## src/rtl/irq_arb_pkg.sv

```systemverilog
package irq_arb_pkg;

   localparam int unsigned MAX_SRC = 16;

   // Index of the highest set bit; zero when the vector is empty.
   function automatic int unsigned top_index(input logic [MAX_SRC-1:0] v);
      int unsigned idx;
      idx = 0;
      for (int unsigned i = 0; i < MAX_SRC; i++) begin
         if (v[i]) idx = i;
      end
      return idx;
   endfunction

endpackage

```

## src/rtl/irq_pend_bank.sv

```systemverilog
module irq_pend_bank #(
   parameter int unsigned N_SRC = 4,
   localparam int unsigned ID_W = (N_SRC > 1) ? $clog2(N_SRC) : 1
) (
   input  logic             clk,
   input  logic             rst_n,
   input  logic [N_SRC-1:0] irq_in,
   input  logic             clr_valid,
   input  logic [ID_W-1:0]  clr_id,
   output logic [N_SRC-1:0] pend,
   output logic [N_SRC-1:0] arrive
);

   for (genvar g = 0; g < N_SRC; g++) begin : g_cell
      logic hit_clr;
      logic pend_q;

      assign hit_clr = clr_valid && (clr_id == ID_W'(g));

      always_ff @(posedge clk) begin
         if (!rst_n) pend_q <= 1'b0;
         else        pend_q <= (pend_q && !hit_clr) || irq_in[g];
      end

      assign pend[g]   = pend_q;
      // New queue entry: request seen while the class is not (or no longer) pending
      assign arrive[g] = irq_in[g] && (!pend_q || hit_clr);
   end

endmodule

```

## src/rtl/irq_order_queue.sv

```systemverilog
module irq_order_queue #(
   parameter int unsigned N_SRC = 4,
   localparam int unsigned ID_W  = (N_SRC > 1) ? $clog2(N_SRC) : 1,
   localparam int unsigned CNT_W = $clog2(N_SRC + 1)
) (
   input  logic             clk,
   input  logic             rst_n,
   input  logic [N_SRC-1:0] arrive,
   input  logic             rm_valid,
   input  logic [ID_W-1:0]  rm_id,
   output logic [ID_W-1:0]  head_id,
   output logic [CNT_W-1:0] q_cnt,
   output logic             q_empty
);

   logic [ID_W-1:0]  slot_q [N_SRC];
   logic [ID_W-1:0]  slot_d [N_SRC];
   logic [CNT_W-1:0] cnt_q;
   logic [CNT_W-1:0] cnt_d;

   always_comb begin
      int unsigned n;
      n = 0;
      for (int unsigned k = 0; k < N_SRC; k++) slot_d[k] = slot_q[k];
      // Drop the acknowledged class wherever it sits, keep the rest in order
      for (int unsigned k = 0; k < N_SRC; k++) begin
         if ((k < 32'(cnt_q)) && !(rm_valid && (slot_q[k] == rm_id)) && (n < N_SRC)) begin
            slot_d[n] = slot_q[k];
            n = n + 1;
         end
      end
      // Append new arrivals; same-cycle arrivals go higher code first
      for (int k = int'(N_SRC) - 1; k >= 0; k--) begin
         if (arrive[k] && (n < N_SRC)) begin
            slot_d[n] = ID_W'(k);
            n = n + 1;
         end
      end
      cnt_d = CNT_W'(n);
   end

   always_ff @(posedge clk) begin
      if (!rst_n) begin
         cnt_q <= '0;
         for (int unsigned k = 0; k < N_SRC; k++) slot_q[k] <= '0;
      end else begin
         cnt_q <= cnt_d;
         for (int unsigned k = 0; k < N_SRC; k++) slot_q[k] <= slot_d[k];
      end
   end

   assign head_id = slot_q[0];
   assign q_cnt   = cnt_q;
   assign q_empty = (cnt_q == '0);

endmodule

```

## src/rtl/irq_nest_tracker.sv

```systemverilog
module irq_nest_tracker #(
   parameter int unsigned N_SRC = 4,
   localparam int unsigned ID_W = (N_SRC > 1) ? $clog2(N_SRC) : 1
) (
   input  logic             clk,
   input  logic             rst_n,
   input  logic             set_valid,
   input  logic [ID_W-1:0]  set_id,
   input  logic             end_valid,
   output logic [N_SRC-1:0] isr,
   output logic             busy,
   output logic [ID_W-1:0]  active_id
);

   logic [N_SRC-1:0] isr_q;
   logic [N_SRC-1:0] top_oh;
   logic [N_SRC-1:0] set_oh;

   assign active_id = ID_W'(irq_arb_pkg::top_index(irq_arb_pkg::MAX_SRC'(isr_q)));
   assign top_oh    = (isr_q != '0) ? (N_SRC'(1) << active_id) : '0;
   assign set_oh    = set_valid ? (N_SRC'(1) << set_id) : '0;

   always_ff @(posedge clk) begin
      if (!rst_n) isr_q <= '0;
      else        isr_q <= (isr_q & ~(end_valid ? top_oh : '0)) | set_oh;
   end

   assign isr  = isr_q;
   assign busy = (isr_q != '0);

endmodule

```

## src/rtl/irq_arbiter.sv

```systemverilog
module irq_arbiter #(
   parameter int unsigned N_SRC = 4,
   localparam int unsigned ID_W = (N_SRC > 1) ? $clog2(N_SRC) : 1
) (
   input  logic             clk,
   input  logic             rst_n,
   input  logic             mode_nested,
   input  logic [N_SRC-1:0] irq_in,
   output logic             cpu_req,
   output logic [ID_W-1:0]  cpu_class,
   input  logic             cpu_ack,
   input  logic             cpu_eoi
);

   localparam int unsigned CNT_W = $clog2(N_SRC + 1);

   initial begin
      assert (N_SRC >= 2 && N_SRC <= irq_arb_pkg::MAX_SRC)
         else $fatal(1, "irq_arbiter: N_SRC out of range");
   end

   logic [N_SRC-1:0] pend;
   logic [N_SRC-1:0] arrive;
   logic [N_SRC-1:0] isr;
   logic [ID_W-1:0]  head_id;
   logic [CNT_W-1:0] q_cnt;
   logic             q_empty;
   logic             busy;
   logic [ID_W-1:0]  active_id;
   logic [ID_W-1:0]  hp_id;
   logic             take;

   assign take = cpu_req && cpu_ack;

   irq_pend_bank #(.N_SRC(N_SRC)) i_pend (
      .clk(clk), .rst_n(rst_n), .irq_in(irq_in),
      .clr_valid(take), .clr_id(cpu_class),
      .pend(pend), .arrive(arrive)
   );

   irq_order_queue #(.N_SRC(N_SRC)) i_queue (
      .clk(clk), .rst_n(rst_n), .arrive(arrive),
      .rm_valid(take), .rm_id(cpu_class),
      .head_id(head_id), .q_cnt(q_cnt), .q_empty(q_empty)
   );

   irq_nest_tracker #(.N_SRC(N_SRC)) i_nest (
      .clk(clk), .rst_n(rst_n),
      .set_valid(take), .set_id(cpu_class), .end_valid(cpu_eoi),
      .isr(isr), .busy(busy), .active_id(active_id)
   );

   assign hp_id = ID_W'(irq_arb_pkg::top_index(irq_arb_pkg::MAX_SRC'(pend)));

   always_comb begin
      if (mode_nested) begin
         cpu_req   = (pend != '0) && (!busy || (hp_id > active_id));
         cpu_class = hp_id;
      end else begin
         cpu_req   = !busy && !q_empty;
         cpu_class = head_id;
      end
   end

endmodule

```

## config.mk

```make
export PLATFORM = sky130hd
export DESIGN_NAME = irq_arbiter
export DESIGN_NICKNAME = d
export VERILOG_FILES = /design/src/rtl/irq_arb_pkg.sv /design/src/rtl/irq_pend_bank.sv /design/src/rtl/irq_order_queue.sv /design/src/rtl/irq_nest_tracker.sv /design/src/rtl/irq_arbiter.sv
export SDC_FILE = /design/constraint.sdc
export NUM_CORES = 1
export LEC_CHECK = 0
export BUFFER_PORTS_ARGS = -buffer_cell sky130_fd_sc_hd__buf_2
export CELL_PAD_IN_SITES_DETAIL_PLACEMENT = 1
export CELL_PAD_IN_SITES_GLOBAL_PLACEMENT = 1
export CORE_MARGIN = 2
export CORE_UTILIZATION = 39
export DETAILED_ROUTE_END_ITERATION = 7
export GPL_ROUTABILITY_DRIVEN = 0
export PLACE_DENSITY = 0.75
export SYNTH_ARGS = -nofsm -noshare
export SYNTH_HDL_FRONTEND = slang
export SYNTH_SLANG_ARGS = --single-unit
```

## constraint.sdc

```tcl
create_clock -name clk -period 12.8 [get_ports clk]
set_input_delay 1.28 -clock clk [delete_from_list [all_inputs] [get_ports clk]]
set_output_delay 1.28 -clock clk [all_outputs]
set_load 0.05 [all_outputs]
```

==> results of run 1 <==
## critical path, cell delays in order
cell	delay (ns)
sky130_fd_sc_hd__buf_2	0.15
sky130_fd_sc_hd__or4_1	0.57
sky130_fd_sc_hd__o211a_1	0.16
sky130_fd_sc_hd__o21ai_1	0.36
sky130_fd_sc_hd__a21oi_1	0.13
sky130_fd_sc_hd__or2_2	0.33
sky130_fd_sc_hd__ha_1	0.39
sky130_fd_sc_hd__and2_1	0.18
sky130_fd_sc_hd__nand2_1	0.07
sky130_fd_sc_hd__a31oi_2	0.44
sky130_fd_sc_hd__inv_1	0.10
sky130_fd_sc_hd__ha_1	0.30
sky130_fd_sc_hd__inv_1	0.04
sky130_fd_sc_hd__o311a_4	0.12
sky130_fd_sc_hd__nor4b_4	0.52
sky130_fd_sc_hd__a211oi_1	0.16
sky130_fd_sc_hd__a21o_1	0.24
sky130_fd_sc_hd__ha_1	0.25
sky130_fd_sc_hd__nand2_1	0.08
sky130_fd_sc_hd__nor2_1	0.10
sky130_fd_sc_hd__nor4b_4	0.57
sky130_fd_sc_hd__mux2_2	0.31
sky130_fd_sc_hd__inv_1	0.06
sky130_fd_sc_hd__ha_1	0.19
sky130_fd_sc_hd__a21boi_0	0.29
sky130_fd_sc_hd__a21boi_0	0.26
## stage by stage
step	instance area, sq um	setup slack (ns)
finish	2210	5.29
global route	2210	4.74
CTS	2210	5.24
detailed placement	2160	4.98
global placement	2160	5.29
floorplan	2030	6.15
## worst max path at each step
stage / end / slack, ns / depth (start not counted)
final: i_queue.slot_q[0][0] / 5.29 / 26
after global routing: i_queue.slot_q[3][0] / 4.74 / 25
after CTS: i_queue.slot_q[3][0] / 5.24 / 25
after detailed placement: i_queue.slot_q[3][0] / 4.98 / 25
after global placement: i_queue.slot_q[3][0] / 5.29 / 25
after floorplan: i_queue.slot_q[3][0] / 6.15 / 23
## placed cells by master, fill, tap and decap left out, drive strengths merged, types with 7 or more instances in the layout
master	synthesis	routed
buf	1	11
a21oi	7	7
ha	26	26
o21ai	7	7
nand2	35	35
inv	21	21
mux2i	7	7
dfxtp	19	19
nor2	13	13
xnor2	8	8
a21boi	10	10
## state kept, by name, summed over array words and instances, names as in the netlist
signal,cells
i_pend.g_cell.pend_q,4
i_queue.q_cnt,3
i_queue.slot_q,8
i_nest.isr,4
## area by class of cell
type | count | area, sq um | area share, %
clock inverters | 1 | 5.00 | 0.227
inverters | 21 | 78.8 | 3.57
well taps | 70 | 87.6 | 3.97
clock buffers | 3 | 41.3 | 1.87
repair buffers | 11 | 55.1 | 2.49
flip-flops and latches | 19 | 380 | 17.2
multi-input cells | 191 | 1560 | 70.6
## power breakdown
| group | switching, mW | internal [mW] | total (mW) |
|---|---|---|---|
| combinational | 0.299 | 0.209 | 0.508 |
| clock | 0.0206 | 0.0216 | 0.0423 |
| sequential | 0.0218 | 0.0752 | 0.0970 |
## Yosys cell counts (2+ instances only)
library cell                n  area share [%]
sky130_fd_sc_hd__xnor2_1    7             3.0
sky130_fd_sc_hd__nor2b_1    4             1.2
sky130_fd_sc_hd__a22o_1     2            0.86
sky130_fd_sc_hd__dfxtp_1   19              19
sky130_fd_sc_hd__o21ai_0    5             1.2
sky130_fd_sc_hd__a21boi_0  10             3.7
sky130_fd_sc_hd__a211o_1    2            0.86
sky130_fd_sc_hd__o21a_1     5             1.8
sky130_fd_sc_hd__a211oi_1   2            0.74
sky130_fd_sc_hd__mux2_2     2             1.1
sky130_fd_sc_hd__nand2b_1   3            0.92
sky130_fd_sc_hd__o211a_1    5             2.5
sky130_fd_sc_hd__ha_1      26              16
sky130_fd_sc_hd__or3_1      2            0.62
sky130_fd_sc_hd__mux2i_1    7             3.5
sky130_fd_sc_hd__a21oi_1    7             1.7
sky130_fd_sc_hd__and2_1     3            0.92
sky130_fd_sc_hd__nand3_1    4            0.99
sky130_fd_sc_hd__a21o_1     4             1.5
sky130_fd_sc_hd__or2_2      2            0.62
sky130_fd_sc_hd__xor2_1     3             1.3
sky130_fd_sc_hd__nor4b_4    2             2.3
sky130_fd_sc_hd__nand2_1   35             6.5
sky130_fd_sc_hd__a31oi_1    4             1.2
sky130_fd_sc_hd__o31a_1     3             1.3
sky130_fd_sc_hd__inv_1     20             3.7
sky130_fd_sc_hd__nor2_1    12             2.2
sky130_fd_sc_hd__a32o_1     2            0.99
## logic make-up after synthesis
logic type	share of synthesized area (%)
simple gates	19.9
compound gates	29.2
fa+ha+maj	16.0
buf+inv	4.44
flops	18.7
xor+xnor	7.09
mux	4.56
## routing by layer
| layer | vias up | wire (um) |
|---|---|---|
| met2 | 26 | 2480 |
| met3 | 6 | 97 |
| met1 | 837 | 2580 |
| li1 | 859 | - |
| met5 | - | 0 |
| met4 | 0 | 55 |
==> summary.txt, run 1 <==
Outcome
  – Outcome: completed

STA
  – Post-layout minimum cycle time: 7.51 ns
  – Post-Route Hold Slack: approximately 0.5 ns
  – Final slew viol count: 0
  – Unrepaired setup endpoints after global routing: false
  – Post-Route Skew: roughly 0.0031 ns
  – TNS Setup: 0 ns
  – Worst slew margin relative to its limit: 54.4%
  – Final-report hold violation count: 0
  – Worst Tran Pin Value: 0.679 ns
  – # setup viols final: 0
  – Achievable Freq: between 100 and 150 MHz
  – Share of the clock period used by the worst path after layout: between 50% and 60%

Synth
  – Sequential-to-total area share from yosys stat: 18.7%
  – Async set-or-reset flop fraction in the synthesized netlist: 0%
  – Dominant synthesized flop cell: sky130_fd_sc_hd__dfxtp_1
  – Net count after synthesis: ~270
  – Number of flops mapped to enable cells by yosys: 0
  – Synthesized cell area: slightly above 2000 sq um
  – Number of storage elements in the synthesis netlist: 19
  – Synthesized area divided by synthesized cell count: 8.71 sq um
  – Count of mapped cells out of synthesis: roughly 230
  – Distinct cells, synth: 59
  – Count of yosys warnings during synthesis: 0

Setup path
  – Internal reg-to-reg setup slack: ~5.7 ns
  – Startpoint of the worst setup timing path: mode_nested
  – Worst Path Arrival: 7.68 ns
  – Required time at the endpoint of the critical path: about 13 ns
  – Reg-to-reg endpoint: i_queue.slot_q[0][0]
  – Crit end category: register
  – Worst flop-to-flop path startpoint: i_pend.g_cell[3].pend_q
  – Kind of critical path: primary input to register
  – Logic depth of the worst register-to-register path: 28
  – Kind of start point of the critical path: primary input
  – Maximum fanout along the worst path: 10

Clocking
  – CTS Root Cell: sky130_fd_sc_hd__clkbuf_8
  – Maximum number of buffers from clock root to sink: 2
  – TritonCTS Buffers: 3
  – Sinks on Clock Net: 19
  – Clock-pin slew of the registers on the worst-case setup and hold paths: 0.07 ns
  – Level count of the clock H-tree: 1
  – Worst-skew pair later-pin latency: 0.26 ns
  – Hold Buf Count CTS: 0
  – Post-CTS Setup Repair Bufs: 0
  – Post_cts resized: 0
  – Clock tree from TritonCTS: yes

Global routing
  – Initial antenna violation count: 0
  – Wire length of the first global-routing pass: 8800 um
  – Met1 track demand over resource in global routing: 25.2%
  – Largest net degree at the start of global routing: 16
  – Overall overflow remaining after global route: 0
  – Via count of the first global-routing pass: 1,758
  – Most used routing layer in global routing: met2
  – Global Route met3 Usage: about 1.5%
  – Global routing usage summed across all routing layers: roughly 18%
  – GR Layer Usage met2: around a third

Finish
  – Area overhead of the layout relative to synthesis: 8.75%
  – Final net count: 282
  – Count of fill cells added during filler insertion: 631
  – Ant diodes: 0
  – Utilization after layout: 43.5%
  – Share of layout cells above drive strength 1: 15.9%
  – Number of cells in the finished layout apart from fillers: 316

Hold path
  – Tightest Hold Check Type: register to register
  – Hold Path Origin: i_nest.isr[0]
  – Worst Hold Path Cells: 2
  – Capture endpoint of the worst hold path: i_nest.isr[0]

Routing
  – Mean routed wirelength per cell: 16.5 um
  – DRC violations left: 0
  – Number of nets with antenna violations after detailed routing: 0
  – Count of routing violations after the opening detailed-route iteration: 60
  – Count of vias placed by the detailed router: 1,728
  – Number of vias per cell after detailed routing: 5.47
  – First-pass DRT Iterations: 4
  – Wirelength, routed: 5210 um

Power
  – Power density over the cells: 293 nW/um^2
  – Worst vdd rail ir drop: 0.206 mV
  – Overall Power: 0.647 mW
  – Lkg Pwr: 1.05 nW

Placed design
  – Hpwl dp: 4320 um
  – Number of instances in the placed design: 312
  – Port buffer count: 11

Flow run
  – Max-Cap Viols: 0

Floorplan
  – Initial cell density of the core: 40.0%
  – Die Ht: 76.1 um
  – Placement row count: 26
  – Chip width: 76.1 um
  – Die outline area: 5800 sq um
  – Count of pins on the block boundary: 12
  – Core box area: 5070 sq um
Note: power is estimated with default switching activity, not from simulation.
==> inputs of run 2 (changes only) <==
--- a/config.mk
+++ b/config.mk
@@ -12,7 +12,7 @@
 export CORE_UTILIZATION = 39
 export DETAILED_ROUTE_END_ITERATION = 7
 export GPL_ROUTABILITY_DRIVEN = 0
-export PLACE_DENSITY = 0.75
+export PLACE_DENSITY = 0.78
 export SYNTH_ARGS = -nofsm -noshare
 export SYNTH_HDL_FRONTEND = slang
 export SYNTH_SLANG_ARGS = --single-unit
==> constraint.sdc (replaced) <==
create_clock -name clk -period 6.3 [get_ports clk]
set_input_delay 0.63 -clock clk [delete_from_list [all_inputs] [get_ports clk]]
set_output_delay 0.63 -clock clk [all_outputs]
set_load 0.05 [all_outputs]
==> run 2 against run 1 <==
  * Sequential power increased by 110%
  * Core utilization increased by 1.9 points
  * Die area unchanged
  * Sequential cell count unchanged
  * Largest cell class unchanged
==> summary.txt, run 2 (synthesized netlist as in run 1, its figures left out) <==
Finish
  – Ant diodes: 0 (unchanged)
  – Max reg flops: 8 (unchanged)
  – Share of layout cells above drive strength 1: 21.5% (+5.6 points)
  – Final net count: 292 (+3.5%)
  – Storage element area: 380 sq um (unchanged)
  – Combined area of the multi-input logic cells: 1580 sq um (+1.5%)
  – Commonest non-fill, non-tap cells in the layout: 35 x sky130_fd_sc_hd__nand2_1, 25 x sky130_fd_sc_hd__ha_1, 20 x sky130_fd_sc_hd__inv_1, 19 x sky130_fd_sc_hd__dfxtp_1
  – Count of fill cells added during filler insertion: 628 (-0.48%)
  – Cell area after layout: 2310 sq um (+4.5%)
  – Area overhead of the layout relative to synthesis: 13.6%
  – Most flop-heavy register: i_queue.slot_q
  – Most common library cell in the layout ignoring fill and taps: sky130_fd_sc_hd__nand2_1

Placed design
  – Port buffer count: 11 (unchanged)
  – Placement-stage cell area: 2210 sq um (+2.4%)
  – Hpwl dp: 4490 um (+3.9%)

Setup path
  – Startpoint of the worst setup timing path: i_pend.g_cell[3].pend_q
  – Worst Path Arrival: 6.08 ns (-1.60 ns)
  – Maximum fanout along the worst path: 8 (-2)
  – Kind of start point of the critical path: register
  – Most Frequent Cell on Critical Path: sky130_fd_sc_hd__ha_1
  – CP Cell Sequence: nor2_2, inv_1, ha_1, nor2b_1, o211a_1, o21ai_2, a21oi_1, or2_2, ha_2, xor2_1, ha_1, mux2i_1, a21o_1, inv_1, ha_1, a311o_4, nor2_2, xnor3_2, inv_1, ha_1, mux2_2, ha_1, a21boi_1, a21boi_1
  – Largest stage delay, worst path: 0.44 ns (-0.13 ns)
  – Worst flop-to-flop path startpoint: i_pend.g_cell[3].pend_q
  – Crit end category: register
  – Critical-path cell with the highest stage delay: sky130_fd_sc_hd__a311o_4
  – Kind of critical path: register to register
  – Required time at the endpoint of the critical path: 6.49 ns (-6.48 ns)

Floorplan
  – Chip width: 76.1 um (unchanged)
  – Placement row count: 26 (unchanged)
  – Core box area: 5070 sq um (unchanged)
  – Count of pins on the block boundary: 12 (unchanged)
  – Die Ht: 76.1 um (unchanged)
  – Die outline area: 5800 sq um (unchanged)
  – Initial cell density of the core: 40.0% (unchanged)

STA
  – Unrepaired setup endpoints after global routing: false
  – Worst slew margin relative to its limit: 56.7% (+2.2 points)
  – TNS Setup: 0 ns (unchanged)
  – Post-Route Skew: 0.00185 ns (-0.00130 ns)
  – Share of the clock period used by the worst path after layout: 93.6%
  – Achievable Freq: 170 MHz
  – Final slew viol count: 0 (unchanged)
  – Worst Tran Pin Value: 0.644 ns (-0.0347 ns)
  – Post-layout minimum cycle time: 5.89 ns
  – Final-report hold violation count: 0 (unchanged)
  – # setup viols final: 0 (unchanged)

Global routing
  – Wire length of the first global-routing pass: 8990 um (+2.1%)
  – Most used routing layer in global routing: met2
  – Initial antenna violation count: 0 (unchanged)
  – Global Route met3 Usage: 1.66% (+0.12 points)
  – Overall overflow remaining after global route: 0 (unchanged)
  – Met1 track demand over resource in global routing: 25.9% (+0.75 points)
  – Global routing usage summed across all routing layers: 19.1% (+0.68 points)
  – GR Layer Usage met2: 32.1% (+0.54 points)
  – Via count of the first global-routing pass: 1,779 (+1.2%)
  – Largest net degree at the start of global routing: 16 (unchanged)

Routing
  – Count of vias placed by the detailed router: 1,732 (+0.23%)
  – Number of vias per cell after detailed routing: 5.31 (-2.8%)
  – Wirelength, routed: 5380 um (+3.2%)
  – First-pass DRT Iterations: 4 (unchanged)
  – DRC violations left: 0 (unchanged)
  – Count of routing violations after the opening detailed-route iteration: 64 (+6.7%)
  – Number of nets with antenna violations after detailed routing: 0 (unchanged)
  – Mean routed wirelength per cell: 16.5 um (unchanged)

Clocking
  – Clock-pin slew of the registers on the worst-case setup and hold paths: 0.07 ns (about the same)
  – Level count of the clock H-tree: 1 (unchanged)
  – Clock tree from TritonCTS: yes
  – TritonCTS Buffers: 3 (unchanged)
  – Maximum number of buffers from clock root to sink: 2 (unchanged)
  – CTS Root Cell: sky130_fd_sc_hd__clkbuf_8
  – Hold Buf Count CTS: 0 (unchanged)
  – Worst-skew pair later-pin latency: 0.26 ns (about the same)
  – Sinks on Clock Net: 19 (unchanged)

Power
  – P_int: 0.646 mW (+110%)
  – Combinational Power Share: 78.8% (+0.3 points)
  – Clk pwr share: 6.5% (about the same)
  – Lkg Pwr: 1.10 nW (+5.1%)
  – Switching part of the total power: 52.2% (-0.55 points)
  – Overall Power: 1.35 mW (+110%)
  – Worst vdd rail ir drop: 0.472 mV (+130%)
  – Register share of total power: 14.7% (-0.3 points)
  – Net switching power: 0.704 mW (+110%)
  – Power density over the cells: 586 nW/um^2 (+100%)

Flow run
  – Max-Cap Viols: 0 (unchanged)

Hold path
  – Tightest Hold Check Type: register to register
  – Hold Path Origin: i_nest.isr[1]

Outcome
  – Outcome: completed
[run 2: through the flow]
step	instances	hold slack [ns]	util, %	setup WS (ns)
after CTS	323	0.508	44.5	0.0416
after floorplan	233	0.457	-	0.286
after detailed placement	319	0.495	43.6	0.00744
final	326	0.508	45.4	0.406
after global routing	326	0.554	45.4	0.00250
after global placement	319	0.486	43.6	0.231
[run 2: what timing repair did]
action / CTS / global route
buffers inserted: 0 / 3
resized for setup: 0 / 9
setup endpoints to repair: 0 / 11
[run 2: worst paths after layout]
| check | endpoint | slack, ns | cells after the start |
|---|---|---|---|
| worst min register to register | i_nest.isr[1] | 0.51 | 2 |
| worst max-delay path | i_queue.slot_q[3][0] | 0.41 | 24 |
| worst max register to register | i_queue.slot_q[3][0] | 0.41 | 24 |
| worst min-delay path | i_nest.isr[1] | 0.51 | 2 |
[run 2: final cells by class]
cell class              count  area share [%]
well taps                  70            3.80
clock buffers               3            1.79
inverters                  21            3.42
clock inverters             1           0.217
flip-flops and latches     19            16.5
multi-input cells         191            68.6
repair buffers             21            5.64
[run 2: layer usage]
layer / vias up / wire length [um]
met5: - / 0
met4: 0 / 110
met3: 9 / 57
met2: 15 / 2550
met1: 830 / 2660
li1: 878 / -
[run 2: worst max-delay path, delay by kind of cell, from the launching register on]
family	cells	cell delay [ns]
fa+ha+maj	6	1.64
compound gates	7	1.54
simple gates	4	0.76
xor+xnor	2	0.69
mux	2	0.54
flops	1	0.39
buf+inv	3	0.25
[run 2: power groups by stage]
stage               Sequential (mW)  Clock [mW]  Combinational [mW]
detailed placement            0.201           0                1.04
finish                        0.199      0.0881                1.06
global route                  0.203      0.0950                1.21
floorplan                     0.182           0               0.800
global placement              0.200           0               0.999
CTS                           0.198      0.0895                1.06
==> inputs of run 3 (changes only) <==
--- a/config.mk
+++ b/config.mk
@@ -9,10 +9,10 @@
 export CELL_PAD_IN_SITES_DETAIL_PLACEMENT = 1
 export CELL_PAD_IN_SITES_GLOBAL_PLACEMENT = 1
 export CORE_MARGIN = 2
-export CORE_UTILIZATION = 39
+export CORE_UTILIZATION = 43
 export DETAILED_ROUTE_END_ITERATION = 7
 export GPL_ROUTABILITY_DRIVEN = 0
-export PLACE_DENSITY = 0.78
+export PLACE_DENSITY = 0.84
 export SYNTH_ARGS = -nofsm -noshare
 export SYNTH_HDL_FRONTEND = slang
 export SYNTH_SLANG_ARGS = --single-unit
==> run 3 against run 2 <==
  * Highest routed layer unchanged
  * Via count is 4.5% higher
  * First-iteration DRC count is 75% higher
  * Core utilization is 6.0 points higher
  * Clock skew is 0.0067 ns higher
  * Register-to-register slack worse by 0.06 ns
  * Maximum frequency is 1.0% lower
  * Wire length is 8.5% higher
  * Cell count is 5.2% lower
  * Die area is 8.8% lower
  * Sequential cell count stayed put
  * Cell area is 0.87% lower
  * Global-route usage is 4.7 points higher
==> summary.txt, run 3 (synthesized netlist as in run 1, its figures left out) <==
Clocking
  – Clock tree from TritonCTS: yes
  – CTS Root Cell: sky130_fd_sc_hd__clkbuf_8
  – Level count of the clock H-tree: 1 (unchanged)
  – Hold Buf Count CTS: 0 (unchanged)
  – Maximum number of buffers from clock root to sink: 2 (unchanged)
  – Sinks on Clock Net: 19 (unchanged)
  – Worst-skew pair later-pin latency: 0.27 ns (about the same)
  – Clock-pin slew of the registers on the worst-case setup and hold paths: 0.08 ns (about the same)
  – TritonCTS Buffers: 3 (unchanged)

Finish
  – Utilization after layout: 51.4% (+6.0 points)
  – Most common library cell in the layout ignoring fill and taps: sky130_fd_sc_hd__nand2_1
  – Cell area after layout: 2290 sq um (-0.87%)
  – Ant diodes: 0 (unchanged)
  – Area overhead of the layout relative to synthesis: 12.6%
  – Share of layout cells above drive strength 1: 21.4% (-0.084 points)
  – Commonest non-fill, non-tap cells in the layout: 35 x sky130_fd_sc_hd__nand2_1, 25 x sky130_fd_sc_hd__ha_1, 20 x sky130_fd_sc_hd__inv_1, 18 x sky130_fd_sc_hd__dfxtp_1
  – Max reg flops: 8 (unchanged)
  – Most flop-heavy register: i_queue.slot_q
  – Final net count: 293 (+0.34%)
  – Count of fill cells added during filler insertion: 551 (-12%)

Routing
  – First-pass DRT Iterations: 4 (unchanged)
  – Number of vias per cell after detailed routing: 5.86 (+10%)
  – Wirelength, routed: 5840 um (+8.5%)
  – Count of vias placed by the detailed router: 1,810 (+4.5%)
  – Mean routed wirelength per cell: 18.9 um (+15%)
  – DRC violations left: 0 (unchanged)
  – Number of nets with antenna violations after detailed routing: 0 (unchanged)
  – Count of routing violations after the opening detailed-route iteration: 112 (+75%)

Floorplan
  – Core box area: 4440 sq um (-12%)
  – Placement row count: 24 (-7.7%)
  – Die Ht: 72.7 um (-4.5%)
  – Die outline area: 5290 sq um (-8.8%)
  – Chip width: 72.7 um (-4.5%)
  – Initial cell density of the core: 45.7% (+5.7 points)
  – Count of pins on the block boundary: 12 (unchanged)

STA
  – Worst slew margin relative to its limit: 63.8% (+7.1 points)
  – Final slew viol count: 0 (unchanged)
  – Share of the clock period used by the worst path after layout: 94.5% (+0.98 points)
  – TNS Setup: 0 ns (unchanged)
  – # setup viols final: 0 (unchanged)
  – Worst-case setup margin in the final layout: 0.344 ns (-0.0619 ns)
  – Post-layout minimum cycle time: 5.96 ns (+0.0619 ns)
  – Post-Route Skew: 0.00858 ns (+0.00674 ns)
  – Worst Tran Pin Value: 0.540 ns (-0.104 ns)
  – Final-report hold violation count: 0 (unchanged)
  – Achievable Freq: 168 MHz (-1.0%)

Hold path
  – Tightest Hold Check Type: register to register

Global routing
  – Via count of the first global-routing pass: 1,884 (+5.9%)
  – Global routing usage summed across all routing layers: 23.9% (+4.7 points)
  – Overall overflow remaining after global route: 0 (unchanged)
  – Wire length of the first global-routing pass: 9580 um (+6.5%)
  – Initial antenna violation count: 0 (unchanged)
  – Largest net degree at the start of global routing: 16 (unchanged)

Placed design
  – Worst setup slack after placement: 0.135 ns (+0.127 ns)
  – Hpwl dp: 4540 um (+1.3%)
  – Placement-stage cell area: 2200 sq um (-0.68%)
  – Port buffer count: 11 (unchanged)

Power
  – Lkg Pwr: 1.10 nW (about the same)
  – Worst vdd rail ir drop: 0.406 mV (-14%)
  – Overall Power: 1.38 mW (+2.3%)
  – Power density over the cells: 605 nW/um^2 (+3.2%)

Setup path
  – Kind of start point of the critical path: register
  – Crit end category: register
  – Kind of critical path: register to register
  – Largest stage delay, worst path: 0.42 ns (-0.02 ns)
  – Required time at the endpoint of the critical path: 6.50 ns (about the same)
  – Most Frequent Cell on Critical Path: sky130_fd_sc_hd__ha_1
  – Total buffers and inverters traversed by the critical path: 5 (+2)
  – Worst Path Arrival: 6.16 ns (+0.08 ns)
  – Critical-path cell with the highest stage delay: sky130_fd_sc_hd__o32a_2
  – Kind of cell with the highest combined delay on the critical path: adder cells
  – Maximum fanout along the worst path: 8 (unchanged)

Flow run
  – Max-Cap Viols: 0 (unchanged)

Outcome
  – Outcome: completed
run 3: final cells by class:
| cell class | count | area (sq um) | area share, % |
|---|---|---|---|
| multi-input combinational | 191 | 1570 | 68.9 |
| sequential | 19 | 382 | 16.7 |
| timing repair buffer | 22 | 138 | 6.02 |
| inverter | 21 | 78.8 | 3.45 |
| tap | 52 | 65.1 | 2.85 |
| clock buffer | 3 | 41.3 | 1.81 |
| clock inverter | 1 | 7.51 | 0.328 |
run 3: path summary, 6_finish.rpt:
kind	startpoint	end	slack, ns	cells after the start
worst max-delay path	i_pend.g_cell[3].pend_q	i_queue.slot_q[3][0]	0.34	27
worst min-delay path	i_nest.isr[1]	i_nest.isr[1]	0.52	2
worst max register to register	i_pend.g_cell[3].pend_q	i_queue.slot_q[3][0]	0.34	27
worst min register to register	i_nest.isr[1]	i_nest.isr[1]	0.52	2
run 3: worst min-delay path: stages, from the launching register on:
cell and delay [ns]:
sky130_fd_sc_hd__dfxtp_1 0.34, sky130_fd_sc_hd__nand2_1 0.06, sky130_fd_sc_hd__a21boi_0 0.07
run 3: power by group:
part	leakage (nW)	switching [mW]	internal (mW)
Sequential	0.157	0.0457	0.153
Combinational	0.924	0.636	0.455
Clock	0.0217	0.0469	0.0448
Total	1.10	0.729	0.653
run 3: through the flow:
stage / hold WS (ns) / cells
2_1_floorplan: 0.457 / 233
3_3_place_gp: 0.492 / 302
3_5_place_dp: 0.505 / 302
4_1_cts: 0.517 / 306
5_1_grt: 0.544 / 309
6_report: 0.522 / 309
run 3: metal layers:
layer	vias up	track usage, %	part of all wire (%)
met5	-	0	0
met4	0	7.41	2.1
met3	13	3.31	2.0
met2	23	41.1	50
met1	900	30.9	46
li1	874	-	-
run 3: what timing repair did:
item	CTS	global route
resized for setup	0	7
setup buffers	0	3
setup endpoints to repair	0	10
